## src/rtl/pad_iso_pkg.sv

```systemverilog
package pad_iso_pkg;

  typedef enum logic [1:0] {
    ST_IDLE  = 2'd0,
    ST_WAIT1 = 2'd1,
    ST_WAIT2 = 2'd2,
    ST_ACK   = 2'd3
  } seq_state_t;

  typedef enum logic [1:0] {
    OP_NONE = 2'd0,
    OP_INIT = 2'd1,
    OP_EXIT = 2'd2
  } req_op_t;

  typedef struct packed {
    logic core_down;
    logic clamp_early;
    logic clamp_en;
  } iso_bits_t;

  localparam iso_bits_t ISO_ALL = 3'b111;

endpackage

```

## src/rtl/pad_iso_arb.sv

```systemverilog
module pad_iso_arb
  import pad_iso_pkg::*;
#(
  parameter int N_CLIENTS = 2,
  parameter int IDX_W     = 1
) (
  input  logic [N_CLIENTS-1:0] init_req,
  input  logic [N_CLIENTS-1:0] exit_req,
  output logic                 valid,
  output logic [IDX_W-1:0]     idx,
  output req_op_t              op
);

  // Scan from the top index down so the lowest index wins.
  always_comb begin
    valid = 1'b0;
    idx   = '0;
    op    = OP_NONE;
    for (int i = N_CLIENTS - 1; i >= 0; i--) begin
      if (init_req[i] || exit_req[i]) begin
        valid = 1'b1;
        idx   = IDX_W'(i);
        op    = init_req[i] ? OP_INIT : OP_EXIT;
      end
    end
  end

endmodule

```

## src/rtl/pad_iso_users.sv

```systemverilog
module pad_iso_users #(
  parameter int MAX_USERS = 8,
  parameter int CNT_W     = 4
) (
  input  logic clk,
  input  logic rst,
  input  logic inc,
  input  logic dec,
  output logic is_zero,
  output logic is_one,
  output logic is_max
);

  logic [CNT_W-1:0] cnt_q;

  always_ff @(posedge clk) begin
    if (rst) begin
      cnt_q <= '0;
    end else if (inc && !is_max) begin
      cnt_q <= cnt_q + 1'b1;
    end else if (dec && !is_zero) begin
      cnt_q <= cnt_q - 1'b1;
    end
  end

  assign is_zero = (cnt_q == '0);
  assign is_one  = (cnt_q == CNT_W'(1));
  assign is_max  = (cnt_q == CNT_W'(MAX_USERS));

  // The sequencer must never ask for a step past either end of the count.
  assert_no_dec_at_zero_R7: assert property (@(posedge clk) disable iff (rst)
    dec |-> !is_zero);
  assert_no_inc_at_max_R10: assert property (@(posedge clk) disable iff (rst)
    inc |-> !is_max);
  assert_single_update_R9: assert property (@(posedge clk) disable iff (rst)
    !(inc && dec));

endmodule

```

## src/rtl/pad_iso_timer.sv

```systemverilog
module pad_iso_timer #(
  parameter int GAP_CYC = 15000,
  parameter int TW      = 14
) (
  input  logic clk,
  input  logic rst,
  input  logic load,
  output logic expired
);

  logic [TW-1:0] cnt_q;

  always_ff @(posedge clk) begin
    if (rst) begin
      cnt_q <= '0;
    end else if (load) begin
      cnt_q <= TW'(GAP_CYC - 1);
    end else if (cnt_q != '0) begin
      cnt_q <= cnt_q - 1'b1;
    end
  end

  assign expired = (cnt_q == '0);

  // A wait in progress is never restarted.
  assert_no_reload_midway_R4: assert property (@(posedge clk) disable iff (rst)
    (cnt_q != '0) |-> !load);

endmodule

```

## src/rtl/pad_iso_seq.sv

```systemverilog
module pad_iso_seq
  import pad_iso_pkg::*;
#(
  parameter int N_CLIENTS  = 2,
  parameter int MAX_USERS  = 8,
  parameter int CLK_PER_US = 100,
  parameter int GAP_US     = 150
) (
  input  logic                 clk,
  input  logic                 rst,
  input  logic [N_CLIENTS-1:0] init_req,
  input  logic [N_CLIENTS-1:0] exit_req,
  output logic                 core_down,
  output logic                 clamp_early,
  output logic                 clamp_en,
  output logic                 busy,
  output logic [N_CLIENTS-1:0] done,
  output logic [N_CLIENTS-1:0] err
);

  localparam int IDX_W   = (N_CLIENTS > 1) ? $clog2(N_CLIENTS) : 1;
  localparam int CNT_W   = $clog2(MAX_USERS + 1);
  localparam int GAP_CYC = CLK_PER_US * GAP_US;
  localparam int TW      = $clog2(GAP_CYC + 1);

  seq_state_t           state_q;
  iso_bits_t            bits_q;
  logic                 release_q;
  logic [IDX_W-1:0]     cur_q;
  logic [N_CLIENTS-1:0] done_q;
  logic [N_CLIENTS-1:0] err_q;

  logic             arb_valid;
  logic [IDX_W-1:0] arb_idx;
  req_op_t          arb_op;
  logic             is_zero, is_one, is_max;
  logic             tmr_expired;
  logic             take, start_rel, start_iso, inc, dec, tmr_load;

  pad_iso_arb #(.N_CLIENTS(N_CLIENTS), .IDX_W(IDX_W)) u_arb (
    .init_req (init_req),
    .exit_req (exit_req),
    .valid    (arb_valid),
    .idx      (arb_idx),
    .op       (arb_op)
  );

  pad_iso_users #(.MAX_USERS(MAX_USERS), .CNT_W(CNT_W)) u_users (
    .clk     (clk),
    .rst     (rst),
    .inc     (inc),
    .dec     (dec),
    .is_zero (is_zero),
    .is_one  (is_one),
    .is_max  (is_max)
  );

  pad_iso_timer #(.GAP_CYC(GAP_CYC), .TW(TW)) u_timer (
    .clk     (clk),
    .rst     (rst),
    .load    (tmr_load),
    .expired (tmr_expired)
  );

  always_comb begin
    take      = (state_q == ST_IDLE) && arb_valid;
    start_rel = take && (arb_op == OP_INIT) && is_zero;
    start_iso = take && (arb_op == OP_EXIT) && is_one;
    inc       = take && (arb_op == OP_INIT) && !is_max;
    dec       = take && (arb_op == OP_EXIT) && !is_zero;
    tmr_load  = start_rel || start_iso || ((state_q == ST_WAIT1) && tmr_expired);
  end

  always_ff @(posedge clk) begin
    if (rst) begin
      state_q   <= ST_IDLE;
      bits_q    <= ISO_ALL;
      release_q <= 1'b0;
      cur_q     <= '0;
      done_q    <= '0;
      err_q     <= '0;
    end else begin
      done_q <= '0;
      err_q  <= '0;
      case (state_q)
        ST_IDLE: begin
          if (take) begin
            cur_q <= arb_idx;
            if (start_rel) begin
              release_q       <= 1'b1;
              bits_q.clamp_en <= 1'b0;
              state_q         <= ST_WAIT1;
            end else if (start_iso) begin
              release_q        <= 1'b0;
              bits_q.core_down <= 1'b1;
              state_q          <= ST_WAIT1;
            end else begin
              done_q[arb_idx] <= 1'b1;
              err_q[arb_idx]  <= (arb_op == OP_INIT) ? is_max : is_zero;
              state_q         <= ST_ACK;
            end
          end
        end
        ST_WAIT1: begin
          if (tmr_expired) begin
            bits_q.clamp_early <= !release_q;
            state_q            <= ST_WAIT2;
          end
        end
        ST_WAIT2: begin
          if (tmr_expired) begin
            if (release_q) bits_q.core_down <= 1'b0;
            else           bits_q.clamp_en  <= 1'b1;
            done_q[cur_q] <= 1'b1;
            state_q       <= ST_ACK;
          end
        end
        default: state_q <= ST_IDLE;
      endcase
    end
  end

  assign core_down   = bits_q.core_down;
  assign clamp_early = bits_q.clamp_early;
  assign clamp_en    = bits_q.clamp_en;
  assign busy        = (state_q != ST_IDLE);
  assign done        = done_q;
  assign err         = err_q;

  // ---- checks next to the sequencing logic ----
  iso_bits_t     prev_bits_q;
  logic [TW:0]   since_chg_q;
  logic          chg;

  assign chg = (bits_q != prev_bits_q);

  always_ff @(posedge clk) begin
    if (rst) begin
      prev_bits_q <= ISO_ALL;
      since_chg_q <= '0;
    end else begin
      prev_bits_q <= bits_q;
      if (chg) since_chg_q <= '0;
      else if (since_chg_q != {(TW+1){1'b1}}) since_chg_q <= since_chg_q + 1'b1;
    end
  end

  assert_release_last_core_R2: assert property (@(posedge clk) disable iff (rst)
    $fell(core_down) |-> (!clamp_early && !clamp_en));
  assert_release_early_after_clamp_R2: assert property (@(posedge clk) disable iff (rst)
    $fell(clamp_early) |-> (!clamp_en && core_down));
  assert_isolate_clamp_last_R3: assert property (@(posedge clk) disable iff (rst)
    $rose(clamp_en) |-> (core_down && clamp_early));
  assert_isolate_early_after_core_R3: assert property (@(posedge clk) disable iff (rst)
    $rose(clamp_early) |-> (core_down && !clamp_en));
  assert_step_gap_R4: assert property (@(posedge clk) disable iff (rst)
    (chg && (state_q == ST_WAIT2 || state_q == ST_ACK)) |-> (since_chg_q == (TW+1)'(GAP_CYC - 1)));
  assert_count_only_quiet_R5: assert property (@(posedge clk) disable iff (rst)
    (state_q == ST_ACK && $past(state_q) == ST_IDLE) |-> !chg);
  assert_err_with_done_R7: assert property (@(posedge clk) disable iff (rst)
    (err & ~done) == '0);
  assert_done_onehot_R9: assert property (@(posedge clk) disable iff (rst)
    $onehot0(done));
  assert_done_single_R9: assert property (@(posedge clk) disable iff (rst)
    (done != '0) |=> (done == '0));
  assert_done_busy_R9: assert property (@(posedge clk) disable iff (rst)
    (done != '0) |-> busy);

endmodule

```

## config.mk

```make
export PLATFORM = sky130hd
export DESIGN_NAME = pad_iso_seq
export DESIGN_NICKNAME = d
export VERILOG_FILES = /design/src/rtl/pad_iso_pkg.sv /design/src/rtl/pad_iso_arb.sv /design/src/rtl/pad_iso_users.sv /design/src/rtl/pad_iso_timer.sv /design/src/rtl/pad_iso_seq.sv
export SDC_FILE = /design/constraint.sdc
export NUM_CORES = 1
export LEC_CHECK = 0
export ABC_AREA = 1
export BUFFER_PORTS_ARGS = -buffer_cell sky130_fd_sc_hd__buf_2
export CAP_MARGIN = 20
export CORE_ASPECT_RATIO = 0.5
export CORE_MARGIN = 2
export CORE_UTILIZATION = 54
export DETAILED_ROUTE_END_ITERATION = 7
export PLACE_DENSITY = 0.76
export SYNTH_ARGS = -nofsm -noshare
export SYNTH_HDL_FRONTEND = slang
export SYNTH_SLANG_ARGS = --single-unit
```

## constraint.sdc

```tcl
create_clock -name clk -period 1.58 [get_ports clk]
set_clock_uncertainty 0.05 [all_clocks]
set_input_delay 0.316 -clock clk [delete_from_list [all_inputs] [get_ports clk]]
set_output_delay 0.316 -clock clk [all_outputs]
set_load 0.02 [all_outputs]
```

==> run metrics, run 1 <==
Hold Violations, Final=0; measured slew at the worst slew-check pin=0.327 ns; crit path cell chain=buf_4 > ha_1 > nor3b_2 > nand3_4 > nand2_4 > nor2_8 > buf_4 > a21oi_1; CTS H-tree depth=2; Leakage=1.05 nW; final worst path period need=1.55 ns; RSZ-0062 raised after global routing=true; P_sw=2.60 mW; HPWL Detailed=2910 um; CP top delay family=simple AND/OR/NAND/NOR gates; antenna cell count=0; setup_tns=0 ns; Data required, critical path=1.70 ns; clock power share=0.111; Slowest cell on crit path=dfxtp_1; Clk Latency, worst-skew pair=0.29 ns; Worst-path clk slew=0.06 ns; WP data arrival=1.66 ns; top-level port count=14; Detailed Route WL=4170 um; slowest stage delay, CP=0.31 ns; Post-Place Worst Slack=-0.00752 ns; Power Internal=2.72 mW; placed inst area=1980 um^2; Seq/Total Area, Yosys=0.318; Fmax=0.647 GHz; router iterations before antenna repair=4; Syn Area/Cell=7.11 um^2; final setup vio count=0; fin worst setup slack=0.0333 ns; CTS tree=built; width of the chip=86.3 um; Die ar.=3890 um^2; Max Transition Viols Final=0; period utilisation layout=0.979; vias=1,677; GRT Total Usage=0.229; DR iter-0 viols=68; cell mode on critical path=buf_4; commonest non-fill, non-tap cell in the layout=nand2_1; fraction of layout cells with a size suffix above 1=0.275; root buf cell=clkbuf_8; Synth Cell Area=1830 um^2; Synth cell types=33; Core Region=3120 um^2; number of routed nets with antenna violations=0; CP startpoint kind=flip-flop; CTS sink count=29; Gate power share=0.645; FP Rows=14; max_slew headroom=0.781; syn nets=273; Cells after Synth=257; initial antenna violation count=0; gpl congestion=0.906; Yosys reg bits=29; Power Density=2440 nW/um^2; max cap viols=0; first-pass GRT wire length=6760 um; fill count=236; residual DRC count=0; post-layout power=5.32 mW; CP Buf/Inv Count=2; Worst Path Max Fanout=5; kind of capture point of the worst setup path=flip-flop; Synth warnings=0; commonest cells after routing, fill and taps aside=nand2_1 (50), nor2_1 (36), dfxtp_1 (28); wire length per cell=12.7 um; I/O Buffers=13; Starting Density=0.586; deepest clock path buffer count=2; Num CTS Buffers=5; Reg power frac=0.244; outcome=completed; switching part of the total=0.489; design area=2180 um^2; largest net degree at the start of global routing=17; Layout area overhead=19.2%; Peak VDD IR=1160 uV; vias per cell=5.13; GRT overflow=0; Min-Delay Path Class=primary input to flip-flop; fin nets=302; path type of the worst setup path=flip-flop to flip-flop; die height=45.1 um; vias in the first global route=1,553
-- synthesized netlist by cell type, drive strengths merged --
| library cell | n | area share |
|---|---|---|
| o21a | 2 | 0.0082 |
| nand3b | 3 | 0.012 |
| nand2 | 59 | 0.13 |
| dfxtp | 29 | 0.32 |
| nor3 | 2 | 0.0082 |
| a21oi | 19 | 0.054 |
| o21ai | 6 | 0.018 |
| clkbuf | 2 | 0.0041 |
| a31oi | 1 | 0.0034 |
| nor2 | 47 | 0.13 |
| xnor2 | 6 | 0.029 |
| xor2 | 7 | 0.034 |
| nor3b | 1 | 0.0068 |
| buf | 3 | 0.012 |
| clkinv | 1 | 0.0027 |
| nand3 | 24 | 0.081 |
| ha | 10 | 0.068 |
| nand4 | 2 | 0.0068 |
| o211ai | 1 | 0.0041 |
| inv | 32 | 0.066 |
-- metal layers --
layer | routed length [um] | part of all wire | up-vias | global-route usage
met4 | 59 | 0.014 | 0 | 0.0781
li1 | - | - | 868 | -
met1 | 1970 | 0.47 | 762 | 0.283
met3 | 215 | 0.052 | 8 | 0.0695
met2 | 1920 | 0.46 | 39 | 0.391
met5 | 0 | 0 | - | 0
-- layout make-up --
class	instances	area, um^2	area share
Inverter	33	125	0.0574
Clock buffer	8	80.1	0.0367
Multi-Input combinational cell	190	1170	0.536
Timing Repair Buffer	27	173	0.0792
Sequential cell	29	584	0.268
Tap cell	40	50.0	0.0230
-- path summary, 6_finish.rpt --
check / start / end / slack (ns) / depth (start not counted)
worst max-delay path: u_users.cnt_q[0] / u_timer.cnt_q[1] / 0.03 / 8
worst min-delay path: rst / clamp_early / 0.39 / 3
worst max register to register: u_users.cnt_q[0] / u_timer.cnt_q[1] / 0.03 / 8
worst min register to register: core_down / core_down / 0.42 / 2
-- kinds of logic after synthesis --
group / share of synthesized area
adders and majority gates: 0.0684
AOI/OAI and AO/OA: 0.0883
xor gates and xnor gates: 0.0623
buffers and inverters: 0.0842
and+or+nand+nor: 0.379
DFF: 0.318
-- power groups by stage --
stage	logic (mW)	clock network, mW	registers (mW)
after floorplan	2.38	0	1.27
after global placement	2.94	0	1.26
after detailed placement	3.00	0	1.27
after CTS	3.08	0.599	1.26
after global routing	3.81	0.629	1.33
final	3.43	0.588	1.30
-- stage by stage --
step                hold slack (ns)  std cells  utilization
floorplan                     0.405        257            -
global placement              0.386        314        0.636
detailed placement            0.406        314        0.636
CTS                           0.366        322        0.666
global route                  0.408        327        0.699
finish                        0.387        327        0.699
-- tightest hold or removal path: cells and delay by family --
family,cells,cell delay (ns)
and+or+nand+nor,1,0.12
buffers and inverters,2,0.25
-- flip-flops by register name (all words and copies together) (netlist names), 2 cells and up --
register       flops
u_timer.cnt_q     14
u_users.cnt_q      4
done               2
err                2
state_q            2
-- repair_timing --
item,in CTS,in global routing
hold buffers,0,0
pin swaps,0,6
endpoints found under the setup margin,6,21
hold endpoints to repair,0,0
buffers inserted,0,5
gates resized for setup,3,25
Note: power is estimated with default switching activity, not from simulation.
==> run 2: changes to the inputs <==
--- a/config.mk
+++ b/config.mk
@@ -5,14 +5,13 @@
 export SDC_FILE = /design/constraint.sdc
 export NUM_CORES = 1
 export LEC_CHECK = 0
-export ABC_AREA = 1
 export BUFFER_PORTS_ARGS = -buffer_cell sky130_fd_sc_hd__buf_2
 export CAP_MARGIN = 20
 export CORE_ASPECT_RATIO = 0.5
 export CORE_MARGIN = 2
-export CORE_UTILIZATION = 54
+export CORE_UTILIZATION = 53
 export DETAILED_ROUTE_END_ITERATION = 7
-export PLACE_DENSITY = 0.76
+export PLACE_DENSITY = 0.75
 export SYNTH_ARGS = -nofsm -noshare
 export SYNTH_HDL_FRONTEND = slang
 export SYNTH_SLANG_ARGS = --single-unit
==> run metrics, run 2 <==
DR iter-0 viols=186 (+170%); Detailed Route WL=8230 um (+97%); CP top delay family=simple AND/OR/NAND/NOR gates; Worst Setup SP=u_timer.cnt_q[1]; Gate power share=0.704 (+0.059); final setup vio count=30 (+30); fin nets=307 (+1.7%); Layout area overhead=64.0%; switching part of the total=0.449 (-0.0402); deepest clock path buffer count=2 (unchanged); Slowest cell on crit path=or4b_4; crit path cell chain=inv_2 > ha_4 > or4b_4 > nor4_4 > buf_4 > buf_4 > mux2i_1 > nor2_1 > nor2_1; Reg power frac=0.189 (-0.055); Worst-path clk slew=0.07 ns (about the same); most frequent cell after synthesis=dfxtp_1; Post-synth top flop=dfxtp_1; CTS tree=built; Power Density=2440 nW/um^2 (about the same); Hold Violations, Final=0 (unchanged); Leakage=1.21 nW (+15%); CTS H-tree depth=2 (unchanged); Final Core Density=0.913 (+0.214); top-level port count=14 (unchanged); synth top area cells=dfxtp_1 (35%), ha_1 (7.5%), a21oi_1 (5.1%), mux2i_1 (4.8%), nor2_1 (4.7%); largest area contributor in the netlist=dfxtp_1; largest register by flop count=u_timer.cnt_q; number of routed nets with antenna violations=0 (unchanged); fin cells=332 (+1.5%); Power Internal=3.70 mW (+36%); worst hold margin=0.323 ns (-0.0632 ns); GRT overflow=0 (unchanged); Core Region=3010 um^2 (-3.4%); Min-Delay Path Class=primary input to flip-flop; setup_tns=-13.62 ns (-13.62 ns); Post-CTS Hold Fix Bufs=0 (unchanged); adder-cell share of the synthesized area=0.0746 (+0.00618); I/O Buffers=13 (unchanged); Async SR Flop Fraction=0 (unchanged); compound-gate portion of the synthesized area=0.184 (+0.0953); commonest cells after routing, fill and taps aside=buf_4 (70), dfxtp_1 (23), nor2_1 (20); reg2reg start=u_timer.cnt_q[1]; Synth Cell Area=1680 um^2 (-8.3%); Peak VDD IR=1470 uV (+27%); HPWL Detailed=3520 um (+21%); CP startpoint kind=flip-flop; Synth cell types=51 (+55%); commonest non-fill, non-tap cell in the layout=buf_4; Syn Area/Cell=8.47 um^2 (+19%); Max Transition Viols Final=0 (unchanged); die height=43.8 um (-3.0%); GRT Total Usage=0.388 (+0.159); router iterations before antenna repair=5 (+1); post-synthesis simple-gate area fraction=0.262 (-0.117); top flop regs=u_timer.cnt_q x14, u_users.cnt_q x4; gpl congestion=0.903 (-0.41%); Seq/Total Area, Yosys=0.346 (+0.0287); path type of the worst setup path=flip-flop to flip-flop; measured slew at the worst slew-check pin=0.561 ns (+0.234 ns); number of flops mapped to enable cells by yosys=0 (unchanged); RSZ-0062 raised after global routing=true; max_slew headroom=0.623 (-0.158); Largest register FFs=14 (unchanged); Yosys reg bits=29 (unchanged); final worst path period need=2.32 ns (+0.774 ns); period utilisation layout=1.47 (+0.490); antenna cell count=0 (unchanged); syn nets=214 (-22%); CTS sink count=29 (unchanged); residual DRC count=0 (unchanged); initial antenna violation count=0 (unchanged); P_sw=3.01 mW (+16%); Synth top cells by count=dfxtp_1 (29), nor2_1 (21), a21oi_1 (17); Post-Place Cells=304 (-3.2%); CP Buf/Inv Count=3 (+1); r2r setup slk=-0.74 ns (-0.77 ns); Post-Place Worst Slack=-0.415 ns (-0.407 ns); WP data arrival=2.49 ns (+0.83 ns); Num CTS Buffers=5 (unchanged); vias=2,277 (+36%); portion of netlist area occupied by mux cells=0.0545 (+0.0545); hold_sp=rst; Synth Area in XOR/XNOR=0.0313 (-0.0309); Worst Path Max Fanout=6 (+1); Cells after Synth=198 (-23%); vias per cell=6.86 (+34%); worst setup path endpoint=u_timer.cnt_q[0]; Synth warnings=0 (unchanged); stages on the worst setup path=9 (+1); largest family of logic cells by synthesized area=simple AND/OR/NAND/NOR gates; first-pass GRT wire length=10,700 um (+59%); Data required, critical path=1.75 ns (+0.05 ns); Starting Density=0.556 (-0.0298); fraction of layout cells with a size suffix above 1=0.538 (+0.262); Die ar.=3660 um^2 (-6.1%); post-synth top area share=0.346 (+0.0287); outcome=finished with violations; width of the chip=83.5 um (-3.2%); vias in the first global route=2,237 (+44%); fill count=109 (-54%); FP Rows=14 (unchanged); slowest stage delay, CP=0.49 ns (+0.18 ns); violated checks=negative setup slack; Clk Latency, worst-skew pair=0.29 ns (about the same); root buf cell=clkbuf_8; max cap viols=0 (unchanged); clock power share=0.107 (-0.004); Fmax=0.431 GHz (-33%); wire length per cell=24.8 um (+94%); r2r worst-path depth=9 (+1); R2R Path End=u_timer.cnt_q[0]; kind of capture point of the worst setup path=flip-flop; largest net degree at the start of global routing=15 (-2); fin worst setup slack=-0.740 ns (-0.774 ns)
## run 2: layout make-up
type	count	area (um^2)	area share
flip-flops and latches	29	588	0.214
clock inverters	1	5.00	0.00182
inverters	12	52.6	0.0191
well taps	40	50.0	0.0182
clock buffers	7	96.3	0.0350
multi-input cells	149	1240	0.450
repair buffers	94	721	0.262
## run 2: cells by family after synthesis
family,count (synthesis)
simple gates,78
xor+xnor,6
flops,29
mux,9
fa+ha+maj,10
buf+inv,20
compound gates,46
## run 2: how the worst min path moves through the flow
stage,cells after the start,endpoint
finish,2,cur_q
global route,2,cur_q
CTS,2,u_users.cnt_q[0]
detailed placement,2,done[1]
global placement,1,done[0]
floorplan,1,u_timer.cnt_q[3]
## run 2: metrics by stage
step | cell area [um^2] | total power, mW
after CTS | 2560 | 5.68
final | 2750 | 6.71
after global placement | 2270 | 4.29
after global routing | 2750 | 6.92
after detailed placement | 2270 | 4.42
after floorplan | 1730 | 3.07
## run 2: metal layers
metal  GRT usage  part of all wire  up-vias
met2       0.724              0.44      226
met4       0.287             0.084        0
met1       0.382              0.35     1052
li1            -                 -      909
met5           0                 0        -
met3       0.118              0.12       90
## run 2: what timing repair did
action | in CTS | in global routing
pin swaps | 8 | 12
resized for setup | 29 | 28
buffers inserted | 9 | 11
setup endpoints to repair | 30 | 30
gates cloned | 0 | 0
## run 2: power groups by stage
| stage | Combinational, mW | Sequential, mW | Clock [mW] |
|---|---|---|---|
| finish | 4.72 | 1.27 | 0.720 |
| global route | 4.90 | 1.28 | 0.743 |
| CTS | 3.78 | 1.21 | 0.692 |
| detailed placement | 3.22 | 1.20 | 0 |
| global placement | 3.10 | 1.19 | 0 |
| floorplan | 1.78 | 1.29 | 0 |
==> run 3: changes to the inputs <==
--- a/config.mk
+++ b/config.mk
@@ -7,7 +7,7 @@
 export LEC_CHECK = 0
 export BUFFER_PORTS_ARGS = -buffer_cell sky130_fd_sc_hd__buf_2
 export CAP_MARGIN = 20
-export CORE_ASPECT_RATIO = 0.5
+export CORE_ASPECT_RATIO = 1.2
 export CORE_MARGIN = 2
 export CORE_UTILIZATION = 53
 export DETAILED_ROUTE_END_ITERATION = 7
==> run metrics, run 3 (same netlist as run 2, synthesis figures left out) <==
outcome=finished with violations; violated checks=negative setup slack; Post-Place Cells=295 (-3.0%); Hold Violations, Final=0 (unchanged); CP top delay family=simple AND/OR/NAND/NOR gates; fraction of layout cells with a size suffix above 1=0.477 (-0.0608); I/O Buffers=13 (unchanged); WP data arrival=2.14 ns (-0.35 ns); max_slew headroom=0.695 (+0.0718); Detailed Route WL=5590 um (-32%); max cap viols=0 (unchanged); GRT Total Usage=0.306 (-0.0825); fin nets=297 (-3.3%); CP startpoint kind=flip-flop; Layout area overhead=49.2%; period utilisation layout=1.25 (-0.214); kind of capture point of the worst setup path=flip-flop; final setup vio count=28 (-6.7%); largest net degree at the start of global routing=18 (+3); root buf cell=clkbuf_4; largest register by flop count=u_timer.cnt_q; CTS tree=built; Fmax=0.504 GHz (+17%); top flop regs=u_timer.cnt_q x14, u_users.cnt_q x4; wire length per cell=17.6 um (-29%); width of the chip=55.3 um (-34%); top-level port count=14 (unchanged); CTS H-tree depth=2 (unchanged); Max Transition Viols Final=0 (unchanged); DR iter-0 viols=120 (-35%); deepest clock path buffer count=2 (unchanged); Worst-path clk slew=0.10 ns (+0.03 ns); register area=588 um^2 (unchanged); fill count=186 (+71%); path type of the worst setup path=flip-flop to flip-flop; Starting Density=0.554 (-0.00276); vias=1,926 (-15%); die height=65.6 um (+50%); vias per cell=6.08 (-11%); initial antenna violation count=0 (unchanged); commonest cells after routing, fill and taps aside=buf_4 (67), dfxtp_1 (23), nor2_1 (19); HPWL Detailed=3460 um (-1.9%); Peak VDD IR=1470 uV (-0.18%); number of routed nets with antenna violations=0 (unchanged); residual DRC count=0 (unchanged); Post-Place Worst Slack=-0.445 ns (-0.0301 ns); Data required, critical path=1.74 ns (about the same); Power Density=2260 nW/um^2 (-7.5%); vias in the first global route=1,899 (-15%); Slowest cell on crit path=or4b_4; gpl congestion=0.924 (+2.4%); measured slew at the worst slew-check pin=0.458 ns (-0.103 ns); crit path cell chain=inv_2 > ha_4 > or4b_4 > buf_6 > nor4_2 > buf_4 > nor3_2 > xnor2_1 > a21oi_1; post-layout power=5.65 mW (-16%); fin cells=317 (-4.5%); Clk Latency, worst-skew pair=0.33 ns (+0.04 ns); Num CTS Buffers=5 (unchanged); area of the multi-input gates=1150 um^2 (-7.4%); Leakage=1.10 nW (-9.3%); first-pass GRT wire length=8610 um (-20%); router iterations before antenna repair=4 (-1); final worst path period need=1.98 ns (-0.337 ns); RSZ-0062 raised after global routing=true; Die ar.=3630 um^2 (-0.69%); r2r setup slk=-0.40 ns (+0.34 ns); CTS sink count=29 (unchanged); Core Region=3030 um^2 (+0.50%); CP Buf/Inv Count=3 (unchanged); Worst Path Max Fanout=5 (-1); Largest register FFs=14 (unchanged); fin worst setup slack=-0.403 ns (+0.337 ns); Post-CTS Hold Fix Bufs=0 (unchanged); FP Rows=22 (+8); Min-Delay Path Class=primary input to flip-flop; GRT overflow=0 (unchanged); commonest non-fill, non-tap cell in the layout=buf_4; slowest stage delay, CP=0.48 ns (about the same); antenna cell count=0 (unchanged); setup_tns=-8.13 ns (+5.49 ns); Final Core Density=0.826 (-0.0868)
[run 3: cell types whose count changed in the layout (fill, tap and decap cells not counted), moves of 2 or more]
cell,before,now
nand2_2,4,1
nand2_1,7,11
a21oi_4,2,0
buf_6,12,5
a21oi_2,5,2
buf_4,70,67
nor3_2,1,3
clkbuf_4,0,5
clkbuf_8,7,1
a21oi_1,10,15
[run 3: path summary, 6_finish.rpt]
check | startpoint | endpoint | cells past startpoint
max | u_timer.cnt_q[1] | u_timer.cnt_q[11] | 9
min | rst | cur_q | 2
max reg2reg | u_timer.cnt_q[1] | u_timer.cnt_q[11] | 9
min reg2reg | clamp_early | clamp_early | 2
[run 3: timing repair]
item,CTS,global route
endpoints found under the hold margin,0,0
gates resized for setup,19,11
pin swaps,11,3
setup buffers,9,6
endpoints found under the setup margin,28,29
[run 3: layer usage]
layer  GRT usage  share of wire  up-vias
met5           0              0        -
met1       0.293           0.38      952
met3      0.0709          0.037       24
met2       0.598           0.55       61
met4       0.159          0.034        0
li1            -              -      889
[run 3: where the power goes]
group	internal, mW	leakage [nW]	total (mW)	switching (mW)
Combinational	2.05	0.824	3.93	1.88
Sequential	1.02	0.241	1.23	0.213
Clock	0.210	0.0314	0.485	0.275
Total	3.28	1.10	5.65	2.37
[run 3: cell type report]
class                           instances  share of cell area
Multi-Input combinational cell        149               0.458
Inverter                               12              0.0190
Clock buffer                            7              0.0220
Tap cell                               36              0.0180
Sequential cell                        29               0.235
Timing Repair Buffer                   84               0.248
[run 3: through the flow]
step,instance area [um^2],hold slack [ns]
floorplan,1730,0.358
global placement,2220,0.417
detailed placement,2220,0.442
CTS,2410,0.282
global route,2500,0.293
finish,2500,0.300
